### src/rtl/pgc_pkg.sv
package pgc_pkg;

  // Outcome of the high-slice predictor.
  typedef struct packed {
    logic hi_gt;   // result known to be 1
    logic hi_lt;   // result known to be 0
  } pgc_pred_t;

  function automatic logic pgc_decided(input pgc_pred_t p);
    return p.hi_gt | p.hi_lt;
  endfunction

endpackage

### src/rtl/pgc_predictor.sv
module pgc_predictor
  import pgc_pkg::*;
#(
  parameter int HI_BITS = 1
) (
  input  logic [HI_BITS-1:0] a_hi,
  input  logic [HI_BITS-1:0] b_hi,
  output pgc_pred_t          pred
);

  generate
    if (HI_BITS == 1) begin : g_single
      // One bit per operand: a pair of two-input gates suffices.
      always_comb begin
        pred.hi_gt = a_hi[0] & ~b_hi[0];
        pred.hi_lt = ~a_hi[0] & b_hi[0];
      end
    end else begin : g_multi
      always_comb begin
        pred.hi_gt = (a_hi > b_hi);
        pred.hi_lt = (a_hi < b_hi);
      end
    end
  endgenerate

endmodule

### src/rtl/pgc_operand_regs.sv
module pgc_operand_regs
  import pgc_pkg::*;
#(
  parameter int WIDTH   = 16,
  parameter int HI_BITS = 1,
  localparam int LO_W   = WIDTH - HI_BITS
) (
  input  logic               clk,
  input  logic               rst,
  input  logic               in_valid,
  input  logic [WIDTH-1:0]   op_a,
  input  logic [WIDTH-1:0]   op_b,
  input  pgc_pred_t          pred_in,
  output logic               s1_valid,
  output pgc_pred_t          s1_pred,
  output logic [LO_W-1:0]    lo_a_q,
  output logic [LO_W-1:0]    lo_b_q,
  output logic               lo_gated
);

  logic lo_load;

  always_comb begin
    lo_gated = in_valid & pgc_decided(pred_in);
    lo_load  = in_valid & ~pgc_decided(pred_in);
  end

  // High bank: prediction travels with the accepted pair.
  always_ff @(posedge clk) begin
    if (rst) begin
      s1_valid <= 1'b0;
      s1_pred  <= '0;
    end else begin
      s1_valid <= in_valid;
      if (in_valid) s1_pred <= pred_in;
    end
  end

  // Low bank: loaded only when the high slices could not decide.
  always_ff @(posedge clk) begin
    if (rst) begin
      lo_a_q <= '0;
      lo_b_q <= '0;
    end else if (lo_load) begin
      lo_a_q <= op_a[LO_W-1:0];
      lo_b_q <= op_b[LO_W-1:0];
    end
  end

  // a decided pair leaves the low bank untouched.
  p_lo_hold_r5: assert property (@(posedge clk) disable iff (rst)
    (in_valid && (pred_in.hi_gt || pred_in.hi_lt)) |=> ($stable(lo_a_q) && $stable(lo_b_q)));

  // idle cycles load nothing.
  p_idle_hold_r6: assert property (@(posedge clk) disable iff (rst)
    !in_valid |=> ($stable(lo_a_q) && $stable(lo_b_q) && $stable(s1_pred) && !s1_valid));

  // the registered prediction is never contradictory.
  p_pred_excl_r3: assert property (@(posedge clk) disable iff (rst)
    !(s1_pred.hi_gt && s1_pred.hi_lt));

endmodule

### src/rtl/pgc_decide.sv
module pgc_decide
  import pgc_pkg::*;
#(
  parameter int LO_W = 15
) (
  input  logic            clk,
  input  logic            rst,
  input  logic            s1_valid,
  input  pgc_pred_t       s1_pred,
  input  logic [LO_W-1:0] lo_a_q,
  input  logic [LO_W-1:0] lo_b_q,
  output logic            out_valid,
  output logic            out_gt
);

  // MSB-first ripple magnitude chain over the low slice.
  logic [LO_W:0] gt_chain;
  logic [LO_W:0] eq_chain;
  logic          lo_gt;

  assign gt_chain[LO_W] = 1'b0;
  assign eq_chain[LO_W] = 1'b1;

  generate
    for (genvar i = LO_W - 1; i >= 0; i--) begin : g_bit
      assign gt_chain[i] = gt_chain[i+1] | (eq_chain[i+1] & lo_a_q[i] & ~lo_b_q[i]);
      assign eq_chain[i] = eq_chain[i+1] & ~(lo_a_q[i] ^ lo_b_q[i]);
    end
  endgenerate

  assign lo_gt = gt_chain[0];

  logic next_gt;
  always_comb begin
    if (s1_pred.hi_gt)      next_gt = 1'b1;
    else if (s1_pred.hi_lt) next_gt = 1'b0;
    else                    next_gt = lo_gt;
  end

  always_ff @(posedge clk) begin
    if (rst) begin
      out_valid <= 1'b0;
      out_gt    <= 1'b0;
    end else begin
      out_valid <= s1_valid;
      if (s1_valid) out_gt <= next_gt;
    end
  end

  // a registered "greater" prediction yields 1, "less" yields 0.
  p_pred_gt_r3: assert property (@(posedge clk) disable iff (rst)
    (s1_valid && s1_pred.hi_gt) |=> (out_valid && out_gt));
  p_pred_lt_r3: assert property (@(posedge clk) disable iff (rst)
    (s1_valid && s1_pred.hi_lt) |=> (out_valid && !out_gt));

  // undecided pairs follow the low operands; equal low slices give 0.
  p_lo_equal_r4: assert property (@(posedge clk) disable iff (rst)
    (s1_valid && !s1_pred.hi_gt && !s1_pred.hi_lt && lo_a_q == lo_b_q) |=> !out_gt);

  // result held while no new pair arrives.
  p_out_hold_r6: assert property (@(posedge clk) disable iff (rst)
    !s1_valid |=> (!out_valid && $stable(out_gt)));

endmodule

### src/rtl/pgc_gate_counter.sv
module pgc_gate_counter #(
  parameter int CNT_W = 16
) (
  input  logic             clk,
  input  logic             rst,
  input  logic             bump,
  output logic [CNT_W-1:0] count
);

  always_ff @(posedge clk) begin
    if (rst)       count <= '0;
    else if (bump) count <= count + CNT_W'(1);
  end

  // counter moves only on a gated pair.
  p_cnt_still_r5: assert property (@(posedge clk) disable iff (rst)
    !bump |=> $stable(count));

  // the maximum value rolls over to zero.
  p_cnt_wrap_r7: assert property (@(posedge clk) disable iff (rst)
    (bump && (&count)) |=> (count == '0));

endmodule

### src/rtl/precomp_gt_cmp.sv
module precomp_gt_cmp
  import pgc_pkg::*;
#(
  parameter int WIDTH   = 16,
  parameter int HI_BITS = 1,
  parameter int CNT_W   = 16
) (
  input  logic             clk,
  input  logic             rst,
  input  logic             in_valid,
  input  logic [WIDTH-1:0] op_a,
  input  logic [WIDTH-1:0] op_b,
  output logic             out_valid,
  output logic             out_gt,
  output logic [CNT_W-1:0] gate_count
);

  localparam int LO_W = WIDTH - HI_BITS;

  initial begin
    if (HI_BITS < 1 || HI_BITS >= WIDTH)
      $error("HI_BITS must lie in 1..WIDTH-1");
  end

  pgc_pred_t       pred_now;
  pgc_pred_t       s1_pred;
  logic            s1_valid;
  logic [LO_W-1:0] lo_a_q;
  logic [LO_W-1:0] lo_b_q;
  logic            lo_gated;

  pgc_predictor #(.HI_BITS(HI_BITS)) u_pred (
    .a_hi (op_a[WIDTH-1 -: HI_BITS]),
    .b_hi (op_b[WIDTH-1 -: HI_BITS]),
    .pred (pred_now)
  );

  pgc_operand_regs #(.WIDTH(WIDTH), .HI_BITS(HI_BITS)) u_regs (
    .clk      (clk),
    .rst      (rst),
    .in_valid (in_valid),
    .op_a     (op_a),
    .op_b     (op_b),
    .pred_in  (pred_now),
    .s1_valid (s1_valid),
    .s1_pred  (s1_pred),
    .lo_a_q   (lo_a_q),
    .lo_b_q   (lo_b_q),
    .lo_gated (lo_gated)
  );

  pgc_decide #(.LO_W(LO_W)) u_decide (
    .clk       (clk),
    .rst       (rst),
    .s1_valid  (s1_valid),
    .s1_pred   (s1_pred),
    .lo_a_q    (lo_a_q),
    .lo_b_q    (lo_b_q),
    .out_valid (out_valid),
    .out_gt    (out_gt)
  );

  pgc_gate_counter #(.CNT_W(CNT_W)) u_cnt (
    .clk   (clk),
    .rst   (rst),
    .bump  (lo_gated),
    .count (gate_count)
  );

  // each accepted pair yields exactly one result two edges later.
  p_latency_r2: assert property (@(posedge clk) disable iff (rst)
    in_valid |=> ##1 out_valid);

  // reset clears the visible state.
  p_reset_r1: assert property (@(posedge clk)
    rst |=> (!out_valid && !out_gt && gate_count == '0));

endmodule

### config.mk
export PLATFORM = sky130hd
export DESIGN_NAME = precomp_gt_cmp
export DESIGN_NICKNAME = d
export VERILOG_FILES = /design/src/rtl/pgc_pkg.sv /design/src/rtl/pgc_predictor.sv /design/src/rtl/pgc_operand_regs.sv /design/src/rtl/pgc_decide.sv /design/src/rtl/pgc_gate_counter.sv /design/src/rtl/precomp_gt_cmp.sv
export SDC_FILE = /design/constraint.sdc
export NUM_CORES = 1
export LEC_CHECK = 0
export BUFFER_PORTS_ARGS = -buffer_cell sky130_fd_sc_hd__buf_4
export CAP_MARGIN = 5
export CORE_ASPECT_RATIO = 1.1
export CORE_MARGIN = 1
export CORE_UTILIZATION = 53
export DETAILED_ROUTE_END_ITERATION = 8
export GPL_TIMING_DRIVEN = 0
export PLACE_DENSITY = 0.86
export SYNTH_ARGS = -nofsm -noshare
export SYNTH_HDL_FRONTEND = slang
export SYNTH_SLANG_ARGS = --single-unit
### constraint.sdc
create_clock -name clk -period 2.1 [get_ports clk]
set_clock_uncertainty 0.1 [all_clocks]
set_input_delay 0.105 -clock clk [delete_from_list [all_inputs] [get_ports clk]]
set_output_delay 0.105 -clock clk [all_outputs]
set_load 0.01 [all_outputs]
==> run metrics, run 1 <==
CTS Buffer Depth 2; Clock transition at path regs about 0.090 ns; Core Area 3990 um2; reg2reg path depth 5; HPWL Detailed 3.47 mm; die area approximately 4500 um2; die width 63.7 um; crit path max fanout 9; clock latency on the worst-skew pair 0.31 ns; clk sink count ~50; worst hold path class primary input to flop; routed length per instance about 13 um; GRT overflow 0; GRT Total Usage between 20% and 30%; H-tree depth 2; layout overhead on the synthesized area 37.0%; Post-Route WL around 5.3 mm; RSZ-0062 raised after global routing no; largest area contributor in the netlist dfxtp_1; Die H 69.9 um; max-slew violation count 0; share of layout cells above drive strength 1 between 10% and 20%; routability cong. about 0.87; synthesized area 2220 um2; FMAX roughly 570 MHz; synthesized netlist cell count around 280; WS Path Type flop to flop; hold depth 2; Fill cells about 310; P per Cell Area just over 600 nW/um2; nets@finish ~400; Worst Path Arrival about 1.8 ns; Starting DRT DRC Count just over 60; vias per cell between 5 and 6; DRT Pass-1 Iters 5; Initial Util between 50 and 60%; top post-synthesis cells by area dfxtp_1, nand2_1, a21oi_1; largest net degree at the start of global routing 15; crit start category flop; Clock Tree Root clkbuf_8; FF/Latch Area about 1000 um2; Critical Path Sink Type flop; Std-Cell Rows 24; Antenna Cells 0; WHS about 0.03 ns; post-synth top area share about 46%; Synthesized Nets roughly 320; Pleak 1.22 nW; port bufs 50; placed cells 380; crit path time final ~1.8 ns; post-route ant nets 0; CTS-repair resized insts 0; Hold Violations, Final 0; vias in the first global route between 2k and 2.5k; setup_tns 0 ns; Tcrit/Tclk final 83.5%; initial antenna violation count 0; Inserted Clock Buffers 5; CTS tree built; Synth cell types 38; # setup viols final 0; reg2reg setup slack ~0.35 ns; max-cap violations 0; vias roughly 2.1k; Peak VDD IR approximately 0.47 mV; post-synthesis sequential area ratio 46.0%; Syn Area/Cell between 7 and 8 um2; Yosys warnings 0; final std cells w/o fill ~420; first-pass GRT wire length between 8 and 9 mm; area of the multi-input gates 1080 um2; Post-route DRC 0; IO Pins 53; status finished, final reports clean; flop and latch count out of synthesis 51; Least-Margin Pin Slew ~0.54 ns; Req. time, crit path around 2.2 ns; Slew headroom between 60 and 70%
-- cells by family (layout without fill, tap and decap cells) --
kind of cell / after synthesis / count (layout) / share of synthesized area, %
XOR/XNOR: 17 / 17 / 6.71
AND/OR/NAND/NOR: 118 / 118 / 23.6
multiplexers: 3 / 3 / 1.35
AO/OA/AOI/OAI: 49 / 49 / 12.4
flip-flops: 51 / 51 / 46.0
buffers and inverters: 31 / 119 / 5.30
adder cells (fa/ha/maj): 9 / 9 / 4.68
-- state kept, by name, summed over array words and instances, names as in the netlist --
signal and cells:
u_regs.lo_b_q 15, u_cnt.count 16, u_regs.s1_valid 1, u_decide.out_gt 1, u_regs.lo_a_q 15, u_regs.s1_pred 2, u_decide.out_valid 1
-- Yosys cell counts --
master	instances
nand2b_1	5
and4_1	1
ha_1	4
a22oi_1	1
o311ai_0	1
nand4_1	1
a221oi_1	1
xnor2_1	9
o21ai_0	5
and2b_2	1
o21bai_1	1
maj3_2	3
clkbuf_2	1
nor3_1	1
nand4_2	1
a21oi_1	33
o221ai_1	1
a211o_1	1
nand2_1	69
and3_1	1
o22ai_1	1
dfxtp_1	51
xor2_1	8
a2bb2oi_1	1
nand3_1	4
nor3b_1	1
or3_1	2
and4b_1	1
inv_1	18
o211ai_1	1
nor4_1	5
a31oi_1	2
and2_1	1
clkbuf_1	12
mux2i_1	3
nor2b_1	3
nor2_1	21
maj3_1	2
-- stage by stage --
| step | power, mW | setup WS [ns] | cell area (um2) | util (%) |
|---|---|---|---|---|
| 6_report | 1.88 | 0.347 | 3040 | 76.2 |
| 4_1_cts | 1.88 | 0.346 | 3040 | 76.2 |
| 3_5_place_dp | 1.30 | 0.164 | 2660 | 66.6 |
| 5_1_grt | 1.97 | 0.205 | 3040 | 76.2 |
| 3_3_place_gp | 1.29 | 0.235 | 2660 | 66.6 |
| 2_1_floorplan | 1.20 | 0.443 | 2220 | - |
-- final timing paths --
check	from	to
worst min register to register	u_regs.lo_a_q[13]	u_regs.lo_a_q[13]
worst max-delay path	u_cnt.count[3]	u_cnt.count[13]
worst max register to register	u_cnt.count[3]	u_cnt.count[13]
worst min-delay path	in_valid	u_regs.s1_valid
-- area by class of cell --
cell class              count  area share [%]
multi-input cells         196            35.5
repair buffers             80            22.2
flip-flops and latches     51            33.6
clock buffers               7            2.51
clock inverters             1           0.165
plain buffers              13            1.65
well taps                  52            2.14
inverters                  18            2.22
-- power by group --
group	switching, mW	internal [mW]
clock network	0.315	0.235
logic	0.134	0.156
registers	0.0310	1.01
-- per-layer routing --
layer / GRT usage, % / vias up / wire length (um)
li1: - / 1078 / -
met1: 26.6 / 978 / 2100
met2: 50.1 / 51 / 2880
met3: 6.21 / 9 / 188
met4: 10.4 / 0 / 96
met5: 0 / - / 0
-- placed cells by master, fill, tap and decap left out, drive strengths merged, types with 5 or more instances in the layout --
cell type / n
dfxtp: 51
maj3: 5
nor2: 21
nand2b: 5
buf: 50
o21ai: 5
xor2: 8
clkbuf: 20
dlygate4sd3: 30
nor4: 5
inv: 18
a21oi: 33
xnor2: 9
nand2: 69
-- critical path, cell delays in order, from the launching register on --
cell and delay [ns]:
dfxtp_1 0.42, and4_1 0.23, nand3_1 0.25, nor4_1 0.42, xnor2_1 0.17, nor2_1 0.05
-- timing repair --
action                    CTS  global route
hold endpoints to repair   30             0
hold buffers               30             0
setup buffers               0             0
Power figures use the tool's default switching activity.
==> inputs of run 2 (changes only) <==
--- a/config.mk
+++ b/config.mk
@@ -9,10 +9,10 @@
 export CAP_MARGIN = 5
 export CORE_ASPECT_RATIO = 1.1
 export CORE_MARGIN = 1
-export CORE_UTILIZATION = 53
+export CORE_UTILIZATION = 47
 export DETAILED_ROUTE_END_ITERATION = 8
 export GPL_TIMING_DRIVEN = 0
-export PLACE_DENSITY = 0.86
+export PLACE_DENSITY = 0.81
 export SYNTH_ARGS = -nofsm -noshare
 export SYNTH_HDL_FRONTEND = slang
 export SYNTH_SLANG_ARGS = --single-unit
==> constraint.sdc (replaced) <==
create_clock -name clk -period 1.5 [get_ports clk]
set_clock_uncertainty 0.1 [all_clocks]
set_input_delay 0.075 -clock clk [delete_from_list [all_inputs] [get_ports clk]]
set_output_delay 0.075 -clock clk [all_outputs]
set_load 0.01 [all_outputs]
==> run metrics, run 2 (synthesized netlist as in run 1, its figures left out) <==
worst hold path class primary input to flop; Pleak between 1 and 1.5 nW; Post-DP Area around 2700 um2; HPWL Detailed about 3.5 mm; port bufs 50; H-tree depth 2; hold depth 2; crit path max fanout 2; DRT Pass-1 Iters 4; failing checks setup timing; Std-Cell Rows 25; Initial Util 50.3%; post-route ant nets 0; GRT Total Usage 24.1%; initial antenna violation count 0; first-pass GRT wire length 9.09 mm; max FFs per register 16; routed length per instance ~13 um; commonest non-fill, non-tap cell in the layout nand2_1; clk sink count between 50 and 60; nets@finish 412; GRT overflow 0; Critical Path Sink Type flop; P per Cell Area 828 nW/um2; Req. time, crit path about 1.6 ns; hold endpoint u_regs.s1_valid; Tot Pwr 2.74 mW; # setup viols final 1; Tcrit/Tclk final 109%; FMAX 613 MHz; switch share between 20% and 30%; CTS tree built; Least-Margin Pin Slew around 0.54 ns; most frequent cells in the layout nand2_1, buf_4, dfxtp_1, a21oi_1, dlygate4sd3_1; placed cells around 380; Worst Path Arrival 1.76 ns; Reg power frac between 50 and 60%; Hold Violations, Final 0; Final WS setup -0.130 ns; Design Area, Final 3300 um2; crit path time final 1.63 ns; die width 67.5 um; Post-route DRC 0; top flop regs u_cnt.count x16, u_regs.lo_a_q x15, u_regs.lo_b_q x15; Reg with most FFs u_cnt.count; worst reg2reg endpoint u_decide.out_gt; clock latency on the worst-skew pair around 0.3 ns; Die H approximately 74 um; vias per cell about 5.1; total net switching power around 670 uW; crit start category flop; Fill cells around 340; Clock transition at path regs 0.09 ns; vias in the first global route 2106; Clock Tree Root clkbuf_8; reg2reg setup slack -0.13 ns; Peak VDD IR ~0.76 mV; largest net degree at the start of global routing 15; Reg2Reg Launch Point u_regs.lo_b_q[8]; status finished, violations left; die area 5000 um2; reg2reg path depth 5; Antenna Cells 0; Logic pwr share between 15 and 20%; RSZ-0062 raised after global routing yes; Inserted Clock Buffers 5; vias around 2.2k; layout overhead on the synthesized area 48.9%; Internal Power 2.06 mW; clock share of power 31.3%; WS Path Type flop to flop; max-slew violation count 0; share of layout cells above drive strength 1 between 20% and 30%; routability cong. 0.880; CTS Buffer Depth 2; Worst Min Path Start in_valid; Starting DRT DRC Count 94; final std cells w/o fill roughly 430; max-cap violations 0; IO Pins 53; Post-Route WL ~5.6 mm; Slew headroom between 60% and 70%; Core Area about 4400 um2
## run 2: power groups by stage
stage / Sequential, mW / Combinational (mW) / Clock [mW]
final: 1.45 / 0.429 / 0.855
after global routing: 1.46 / 0.477 / 0.930
after detailed placement: 1.49 / 0.343 / 0
after CTS: 1.45 / 0.422 / 0.872
after global placement: 1.49 / 0.334 / 0
after floorplan: 1.48 / 0.210 / 0
## run 2: area by class of cell
cell class / instances / area, um2 / share of cell area [%]
clock buffer: 8 / 100 / 3.03
buffer: 13 / 50.0 / 1.51
tap: 54 / 67.6 / 2.04
timing repair buffer: 87 / 736 / 22.3
multi-input combinational: 197 / 1240 / 37.4
sequential: 51 / 1050 / 31.7
inverter: 18 / 67.6 / 2.04
## run 2: through the flow
step | setup TNS (ns) | hold WS (ns) | utilization (%) | worst slack [ns]
global placement | -0.706 | 0.225 | 61.9 | -0.166
finish | -0.130 | 0.00274 | 74.9 | -0.130
floorplan | -0.0586 | 0.103 | - | -0.0586
global route | -0.453 | 0.0231 | 74.9 | -0.200
CTS | -0.177 | 0.00148 | 72.9 | -0.128
detailed placement | -0.897 | 0.227 | 61.9 | -0.188
## run 2: worst max path at each step
stage,startpoint,to,slack (ns)
floorplan,u_regs.lo_b_q[8],u_decide.out_gt,-0.06
global placement,op_a[15],u_cnt.count[13],-0.17
detailed placement,op_a[15],u_cnt.count[13],-0.19
CTS,u_regs.lo_b_q[8],u_decide.out_gt,-0.13
global route,u_regs.lo_b_q[8],u_decide.out_gt,-0.20
finish,u_regs.lo_b_q[8],u_decide.out_gt,-0.13
## run 2: what timing repair did
action	in CTS	in global routing
setup endpoints to repair	8	8
hold buffers	30	0
gates resized for setup	12	12
buffers inserted	4	3
hold endpoints to repair	30	0
cloned	0	1
pin swaps	4	6
## run 2: worst max-delay path, stage by stage, from the launching register on
cell and delay [ns]:
dfxtp_2 0.33, nand2b_4 0.12, maj3_2 0.29, maj3_2 0.29, maj3_2 0.31, a31oi_1 0.12
## run 2: metal layers
| metal | share of wire, % | global-route usage [%] | wire (um) | vias to the layer above |
|---|---|---|---|---|
| met5 | 0 | 0 | 0 | - |
| met4 | 1.2 | 5.67 | 65 | 0 |
| met3 | 4.4 | 5.21 | 246 | 10 |
| met2 | 54 | 47.3 | 3040 | 60 |
| met1 | 40 | 25.4 | 2230 | 1008 |
| li1 | - | - | - | 1103 |
